File: src/rtl/spi_save_pkg.sv
package spi_save_pkg;

    typedef enum logic [2:0] {
        ST_IDLE,
        ST_ADDR,
        ST_READ,
        ST_WRITE,
        ST_STATUS,
        ST_NOP
    } save_state_t;

    localparam logic [7:0] OP_WRITE  = 8'h02;
    localparam logic [7:0] OP_READ   = 8'h03;
    localparam logic [7:0] OP_WRDIS  = 8'h04;
    localparam logic [7:0] OP_STATUS = 8'h05;
    localparam logic [7:0] OP_WREN   = 8'h06;
    localparam logic [7:0] IDLE_BYTE = 8'hFF;

    function automatic save_state_t route_command(input logic [7:0] op);
        save_state_t nxt;
        unique case (op)
            OP_READ, OP_WRITE: nxt = ST_ADDR;
            OP_STATUS:         nxt = ST_STATUS;
            default:           nxt = ST_NOP;
        endcase
        return nxt;
    endfunction

endpackage

File: src/rtl/spi_save_array.sv
module spi_save_array #(
    parameter int DEPTH = 256,
    parameter int IW    = $clog2(DEPTH)
) (
    input  logic          clk,
    input  logic          rst_n,
    input  logic          wr_en,
    input  logic [IW-1:0] wr_idx,
    input  logic [7:0]    wr_data,
    input  logic [IW-1:0] rd_idx,
    output logic [7:0]    rd_data
);
    logic [7:0] cells [DEPTH];

    always_ff @(posedge clk or negedge rst_n) begin
        if (!rst_n) begin
            for (int i = 0; i < DEPTH; i++) begin
                cells[i] <= 8'hFF;
            end
        end else if (wr_en) begin
            cells[wr_idx] <= wr_data;
        end
    end

    assign rd_data = cells[rd_idx];
endmodule

File: src/rtl/spi_save_mem.sv
module spi_save_mem
    import spi_save_pkg::*;
#(
    parameter int MEM_BYTES = 256
) (
    input  logic       clk,
    input  logic       rst_n,
    input  logic       cfg_wr,
    input  logic       cfg_spi_mode,
    input  logic       cfg_hold,
    input  logic       dev_flash,
    input  logic       xfer_valid,
    input  logic [7:0] xfer_tx,
    output logic       rsp_valid,
    output logic [7:0] rsp_byte
);
    localparam int AW = $clog2(MEM_BYTES);

    save_state_t   state_q, state_d;
    logic [7:0]    cmd_q;
    logic [AW-1:0] addr_q;
    logic [1:0]    left_q;
    logic          wel_q, hold_q, wrote_q;
    logic          release_evt, xfer_go, store_en;
    logic [7:0]    rd_data;

    assign release_evt = cfg_wr && cfg_spi_mode && !hold_q;
    assign xfer_go     = xfer_valid && !cfg_wr;
    assign store_en    = xfer_go && (state_q == ST_WRITE) && wel_q;

    spi_save_array #(.DEPTH(MEM_BYTES)) i_array (
        .clk     (clk),
        .rst_n   (rst_n),
        .wr_en   (store_en),
        .wr_idx  (addr_q),
        .wr_data (xfer_tx),
        .rd_idx  (addr_q),
        .rd_data (rd_data)
    );

    // Next state
    always_comb begin
        state_d = state_q;
        if (release_evt) begin
            state_d = ST_IDLE;
        end else if (xfer_go) begin
            unique case (state_q)
                ST_IDLE:   state_d = route_command(xfer_tx);
                ST_ADDR:   if (left_q == 2'd1)
                               state_d = (cmd_q == OP_READ) ? ST_READ : ST_WRITE;
                ST_READ, ST_WRITE, ST_STATUS, ST_NOP: state_d = state_q;
                default:   state_d = ST_IDLE;
            endcase
        end
    end

    // State register
    always_ff @(posedge clk or negedge rst_n) begin
        if (!rst_n) state_q <= ST_IDLE;
        else        state_q <= state_d;
    end

    // Command, address and status bookkeeping
    always_ff @(posedge clk or negedge rst_n) begin
        if (!rst_n) begin
            cmd_q   <= 8'h00;
            addr_q  <= '0;
            left_q  <= 2'd0;
            wel_q   <= 1'b0;
            hold_q  <= 1'b0;
            wrote_q <= 1'b0;
        end else if (cfg_wr) begin
            if (cfg_spi_mode) begin
                hold_q <= cfg_hold;
                if (!hold_q) begin
                    wrote_q <= 1'b0;
                    if (wrote_q) wel_q <= 1'b0;
                end
            end
        end else if (xfer_valid) begin
            unique case (state_q)
                ST_IDLE: begin
                    cmd_q  <= xfer_tx;
                    addr_q <= '0;
                    left_q <= dev_flash ? 2'd3 : 2'd2;
                    if (xfer_tx == OP_WREN)  wel_q <= 1'b1;
                    if (xfer_tx == OP_WRDIS) wel_q <= 1'b0;
                end
                ST_ADDR: begin
                    addr_q <= AW'({addr_q, xfer_tx});
                    left_q <= left_q - 2'd1;
                end
                ST_READ: addr_q <= addr_q + 1'b1;
                ST_WRITE: begin
                    addr_q <= addr_q + 1'b1;
                    if (wel_q) wrote_q <= 1'b1;
                end
                ST_STATUS, ST_NOP: ;
                default: ;
            endcase
        end
    end

    // Outputs
    always_ff @(posedge clk or negedge rst_n) begin
        if (!rst_n) begin
            rsp_valid <= 1'b0;
            rsp_byte  <= IDLE_BYTE;
        end else begin
            rsp_valid <= xfer_go;
            if (xfer_go) begin
                unique case (state_q)
                    ST_READ:   rsp_byte <= rd_data;
                    ST_STATUS: rsp_byte <= {6'b0, wel_q, 1'b0};
                    default:   rsp_byte <= IDLE_BYTE;
                endcase
            end
        end
    end
endmodule

File: config.mk
export PLATFORM = sky130hd
export DESIGN_NAME = spi_save_mem
export DESIGN_NICKNAME = d
export VERILOG_FILES = /design/src/rtl/spi_save_pkg.sv /design/src/rtl/spi_save_array.sv /design/src/rtl/spi_save_mem.sv
export SDC_FILE = /design/constraint.sdc
export NUM_CORES = 2
export LEC_CHECK = 0
export BUFFER_PORTS_ARGS = -buffer_cell sky130_fd_sc_hd__buf_2
export CORE_MARGIN = 2
export CORE_UTILIZATION = 64
export DETAILED_ROUTE_END_ITERATION = 7
export PLACE_DENSITY = 0.8
export SLEW_MARGIN = 5
export SYNTH_ARGS = -nofsm -noshare
export SYNTH_HDL_FRONTEND = slang
export SYNTH_HIERARCHICAL = 1
export SYNTH_SLANG_ARGS = --single-unit
File: constraint.sdc
create_clock -name clk -period 3.35 [get_ports clk]
set_input_delay 0.67 -clock clk [delete_from_list [all_inputs] [get_ports clk]]
set_output_delay 0.67 -clock clk [all_outputs]
set_load 0.01 [all_outputs]
# After elaboration in Yosys (flattened, before gate mapping)
# Index checks and enable logic that the tools add are counted.
# classes
n_eq_ne,17
bitwise,2
reduce_logical,27
n_mux,30
add_sub_neg,2
n_lt_le_gt_ge,2
# op_table
operator,n
bitwise mux 2048 bit,1
binary-select mux 8 bit (select 8 bit),1
demux 8 bit (select 8 bit),1
"equality test 8 x 2 -> 1 bit, second input constant",3
"equality test 8 x 3 -> 1 bit, second input constant",3
two-way mux 8 bit,3
one-hot mux 8 bit (3 select lines),1
two-way mux 1 bit,16
one-hot mux 8 bit (2 select lines),1
AND reduction 3 bit,4
nonzero test 2 bit,6
">= comparator 9 bit, second input constant",1
"less-than comparator 9 x 1 -> 1 bit, second input constant",1
two-way mux 3 bit,3
NOT 8 -> 9 bit,1
one-hot mux 3 bit (3 select lines),1
"adder 8 x 1 -> 8 bit, second input constant",1
"equality test 3 x 2 -> 1 bit, second input constant",2
"equality test 3 bit, second input constant",2
logical AND 1 bit,6
one-hot mux 3 bit (2 select lines),1
AND reduction 6 bit,1
nonzero test 3 bit,2
AND reduction 5 bit,1
other kinds (13),17
# word_totals
regBits,2081
output_inout_bits,9
inputBits,15

# Logic depth before layout (Yosys ltp)
# logic_depth
depth_word,6
depth_mapped,15

# Modules after synthesis
# The synthesis kept the hierarchy.
# by_module_without_submodules
mod,cells_per_inst,n_inst,area_each_um2
spi_save_array,6068,1,95977.0
spi_save_mem,179,1,1781.7

# Least setup slack after synthesis
# OpenSTA, ideal clock, no wires.
# synth_path
kind,in2reg
startpoint,input cfg_wr
endpoint,register i_array/cells[1408] in the netlist's numbering
t_arrival_ns,2.814
cell_stages,10
setup_time_ns,0.082
setup_slack_ns,0.454
n_path_buf,4
cell_sequence,nand2b_4 > buf_2 > nor3_2 > clkbuf_1 > and3_1 > clkbuf_1 > nand2_1 > clkbuf_1 > nor2_1 > mux2_2
# synth_via
elab_chain_cells,4
# synth_lines
item,line,text
from (decl),spi_save_mem.sv:8,"input logic cfg_wr,"
logical NOT 1 bit,spi_save_mem.sv:28,assign xfer_go = xfer_valid && !cfg_wr;
logical AND 1 bit,spi_save_mem.sv:28,
logical AND 1 bit (2 in series),spi_save_mem.sv:29,assign store_en = xfer_go && (state_q == ST_WRITE) && wel_q;
via store_en,spi_save_mem.sv:24,"logic release_evt, xfer_go, store_en;"
"to (signal, indexed assignment)",spi_save_array.sv:21,cells[wr_idx] <= wr_data;
to (decl),spi_save_array.sv:13,logic [7:0] cells [DEPTH];
# The timed path passes the listed nets, and every way through them passes these cells.
# A chain may end at the register's enable or synchronous reset.

# Final worst setup path
# layout_path
startpoint,register addr_q[0]
endpoint,register rsp_byte[3]
# layout_via
elab_chain_cells,5
# layout_lines
item,line,text
from (decl),spi_save_mem.sv:21,logic [AW-1:0] addr_q;
from (signal assigned),spi_save_mem.sv:90,"addr_q <= AW'({addr_q, xfer_tx});"
from (signal assigned),spi_save_mem.sv:93,ST_READ: addr_q <= addr_q + 1'b1;
from (signal assigned),spi_save_mem.sv:95,addr_q <= addr_q + 1'b1;
NOT 8 -> 9 bit (implied by the code),spi_save_array.sv:25,assign rd_data = cells[rd_idx];
binary-select mux 8 bit (select 8 bit),spi_save_array.sv:25,
two-way mux 8 bit (implied by the code) (2 in series),spi_save_array.sv:25,
via rd_data[3],spi_save_mem.sv:25,logic [7:0] rd_data;
one-hot mux 8 bit (2 select lines),spi_save_mem.sv:112,unique case (state_q)
to (signal assigned),spi_save_mem.sv:113,ST_READ: rsp_byte <= rd_data;
to (signal assigned),spi_save_mem.sv:114,"ST_STATUS: rsp_byte <= {6'b0, wel_q, 1'b0};"
to (decl),spi_save_mem.sv:15,output logic [7:0] rsp_byte
# The timed path passes the listed nets, and every way through them passes these cells. The select of a mux whose other input is x is not followed.

==> metrics.csv <==
metric;value;unit
Max-Slew Margin vs Limit;0.308;
Clock Tree Root;clkbuf_16;
Site Rows;143;
max-slew violation count;0;
Final GP Congestion;0.908;
r2r setup slk;0.008;ns
Register-to-Register Path Depth;13;
share of layout cells above drive strength 1;0.832;
Synth area leaders;dfstp_2, mux2_2, mux4_2, mux2i_1, a22oi_1;
dpl cells;8300;
non-filler cells, final;8687;
initial antenna violation count;4;
Crit. End Element;register;
CTS H-tree depth;4;
net count after synthesis;6266;
min Tclk post-route;3.34;ns
largest area contributor in the netlist;dfstp_2;
Startpoint Class;register;
Worst-Margin Slew;1.03;ns
Area growth syn-to-layout;12.4;%
DRC;0;
sequential area share after synthesis;0.559;
largest net degree at the start of global routing;133;
Antenna Nets Post-Route;0;
Initial Util;0.644;
Int Power;44800;uW
hold-critical path endpoint;hold_q;
core region area;152000;um2
Mapped Cells;6247;
maxcap violations;0;
count of buffers from port buffering;23;
final HPWL from detailed placement;167000;um
Final Hold Viols;0;
drt wl/cell;29.8;um
number of distinct library cells after synthesis;74;
Post-synth top flop;dfstp_2;
Worst Skew;0.0349;ns
Power Density;586;nW/um2
FMAX;299;MHz
# clock sinks;2081;
vias in the first global route;61900;
status;finished, final reports clean;
worst r2r dst;rsp_byte[3];
Worst-Skew Late Latency;0.83;ns
RSZ-0062 raised after global routing;true;
total global routing overflow;0;
r2r startpoint;addr_q[0];
sequential power share;0.399;
Tot GR Track Use;0.335;
Clk pwr share;0.366;
Leak;0.0442;uW
Max Buffers Root-to-Sink;3;
Net Sw Frac;0.305;
final critical-path share of the clock period;0.998;
CTS tree;built;
Gate power share;0.235;
EDFF count, synth;0;
HP Class;in2reg;
Tot Pwr;64400;uW
chip width;395;um
Final #Nets;6511;
Final Util;0.724;
switching pwr;19600;uW
die height;395;um
clk slew on worst S/H paths;0.06;ns
syn avg cell area;15.6;um2
worst vdd ir;0.000736;V
Iter 0 DRT Violations;5115;
critical path class;reg2reg;
fraction of registers with async set/reset;1.00;
fill cell count;9296;
post-synthesis cell area;97800;um2
Vias/cell;6.71;
CP required;4.06;ns
routed vias;58300;
Data arrival, critical path;4.05;ns
drt pass-1 iters;6;
Ports;24;
top cell type's share of synthesized area;0.553;
Detailed Route WL;258000;um
worst hold stages;2;
Hold Path Origin;cfg_hold;
YS warnings;6;
first-pass GRT wire length;396000;um
CP Max Fanout;13;
Setup-failing EPs final;0;
Die Area;156000;um2
Num CTS Buffers;208;
synthesized flop and latch total;2081;
-- worst max-delay path: stages, from the launching register on --
cell      delay [ns]
dfrtp_4         0.52
buf_12          0.19
buf_16          0.19
buf_12          0.15
buf_4           0.14
mux4_2          0.49
a22o_1          0.25
a221oi_4        0.37
o22ai_2         0.15
o22ai_2         0.30
buf_4           0.16
nor3_1          0.04
o21ai_1         0.15
a21oi_1         0.10
-- layer usage --
metal  up-vias  GRT usage  routed length (um)
met5         -          0                  10
met1     31500      0.451              103000
met3       613     0.0674               19100
li1      23900          -                   -
met4         2      0.168               13500
met2      2310      0.522              123000
-- flip-flops by register name, indices dropped and copies added, names as in the netlist --
register,cells
cmd_q,8
state_q,3
addr_q,8
wrote_q,1
left_q,2
hold_q,1
i_array/cells,2048
wel_q,1
rsp_valid,1
rsp_byte,8
-- per-stage QoR --
| stage | TNS, ns | instance area [um2] | worst slack [ns] | hold slack (ns) |
|---|---|---|---|---|
| 2_1_floorplan | 0 | 97800 | 0.454 | 0.374 |
| 3_3_place_gp | -1.38 | 103000 | -0.501 | 0.473 |
| 3_5_place_dp | -1.20 | 103000 | -0.444 | 0.479 |
| 4_1_cts | -0.0150 | 110000 | -0.0150 | 0.108 |
| 5_1_grt | -0.129 | 110000 | -0.0517 | 0.133 |
| 6_report | 0 | 110000 | 0.00829 | 0.154 |
-- power by group through the flow --
stage	logic (uW)	clock network, uW	registers (uW)
global placement	14300	0	26000
floorplan	8680	0	25900
detailed placement	14400	0	26100
global route	15700	24900	25700
CTS	14500	23900	25700
finish	15100	23600	25700
-- placed cells by master, fill, tap and decap left out, drive strengths merged, types with 12 or more instances in the layout --
master / netlist / routed
mux2: 2059 / 2059
dfstp: 2056 / 2056
buf: 159 / 496
mux4: 443 / 443
clkbuf: 309 / 316
nor2: 216 / 216
nand2: 179 / 179
a22oi: 161 / 161
mux2i: 153 / 153
a21oi: 125 / 125
o21ai: 38 / 38
clkinv: 1 / 36
o221ai: 34 / 34
nand3: 33 / 33
nor3: 33 / 33
o22ai: 31 / 31
nor2b: 26 / 26
dfrtp: 25 / 25
nor4: 22 / 22
inv: 11 / 17
bufinv: 0 / 15
a22o: 15 / 15
nand2b: 15 / 15
a221oi: 13 / 13
nand4: 12 / 12
and2: 12 / 12
-- synthesized netlist by cell type, drive strengths merged, types with 5 or more instances --
library cell	n
a21oi	125
a221oi	13
a22o	15
a22oi	161
a31oi	5
and2	12
and3	7
buf	159
clkbuf	309
dfrtp	25
dfstp	2056
inv	11
mux2	2059
mux2i	153
mux4	443
nand2	179
nand2b	15
nand3	33
nand4	12
nor2	216
nor2b	26
nor3	33
nor4	22
o21ai	38
o221ai	34
o22ai	31
o31ai	5
-- timing repair --
action | in CTS | in global routing
endpoints found under the setup margin | 5 | 11
buffers inserted | 0 | 10
endpoints found under the hold margin | 0 | 0
gates cloned | 0 | 2
pin swaps | 3 | 6
hold buffers | 0 | 0
resized for setup | 21 | 44
-- area by class of cell --
class	count	area (um2)	share of cell area
inverter	12	48.8	0.000444
clock buffer	309	6180	0.0562
antenna	3	7.51	0.0000683
sequential	2081	54700	0.497
timing repair buffer	503	4800	0.0436
tap	2030	2540	0.0231
clock inverter	63	754	0.00686
multi-input combinational	3686	40900	0.372
-- kinds of logic (layout without fill, tap and decap cells) --
logic type,count (synthesis),after routing,synth area share
buffers and inverters,480,887,0.0259
multiplexers,2655,2655,0.355
other,0,3,0
flip-flops,2081,2081,0.559
AO/OA/AOI/OAI,454,454,0.0316
adder cells (fa/ha/maj),4,4,0.000512
AND/OR/NAND/NOR,573,573,0.0281
-- worst max-delay path by stage --
| stage | from | to | slack [ns] | depth (start not counted) |
|---|---|---|---|---|
| detailed placement | addr_q[0] | rsp_byte[6] | -0.44 | 12 |
| global route | addr_q[0] | rsp_byte[5] | -0.05 | 13 |
| global placement | addr_q[0] | rsp_byte[6] | -0.50 | 12 |
| floorplan | cfg_wr | i_array/cells[1408] | 0.45 | 10 |
| CTS | addr_q[0] | rsp_byte[6] | -0.02 | 13 |
| finish | addr_q[0] | rsp_byte[3] | 0.008 | 13 |
Power figures use the tool's default switching activity.
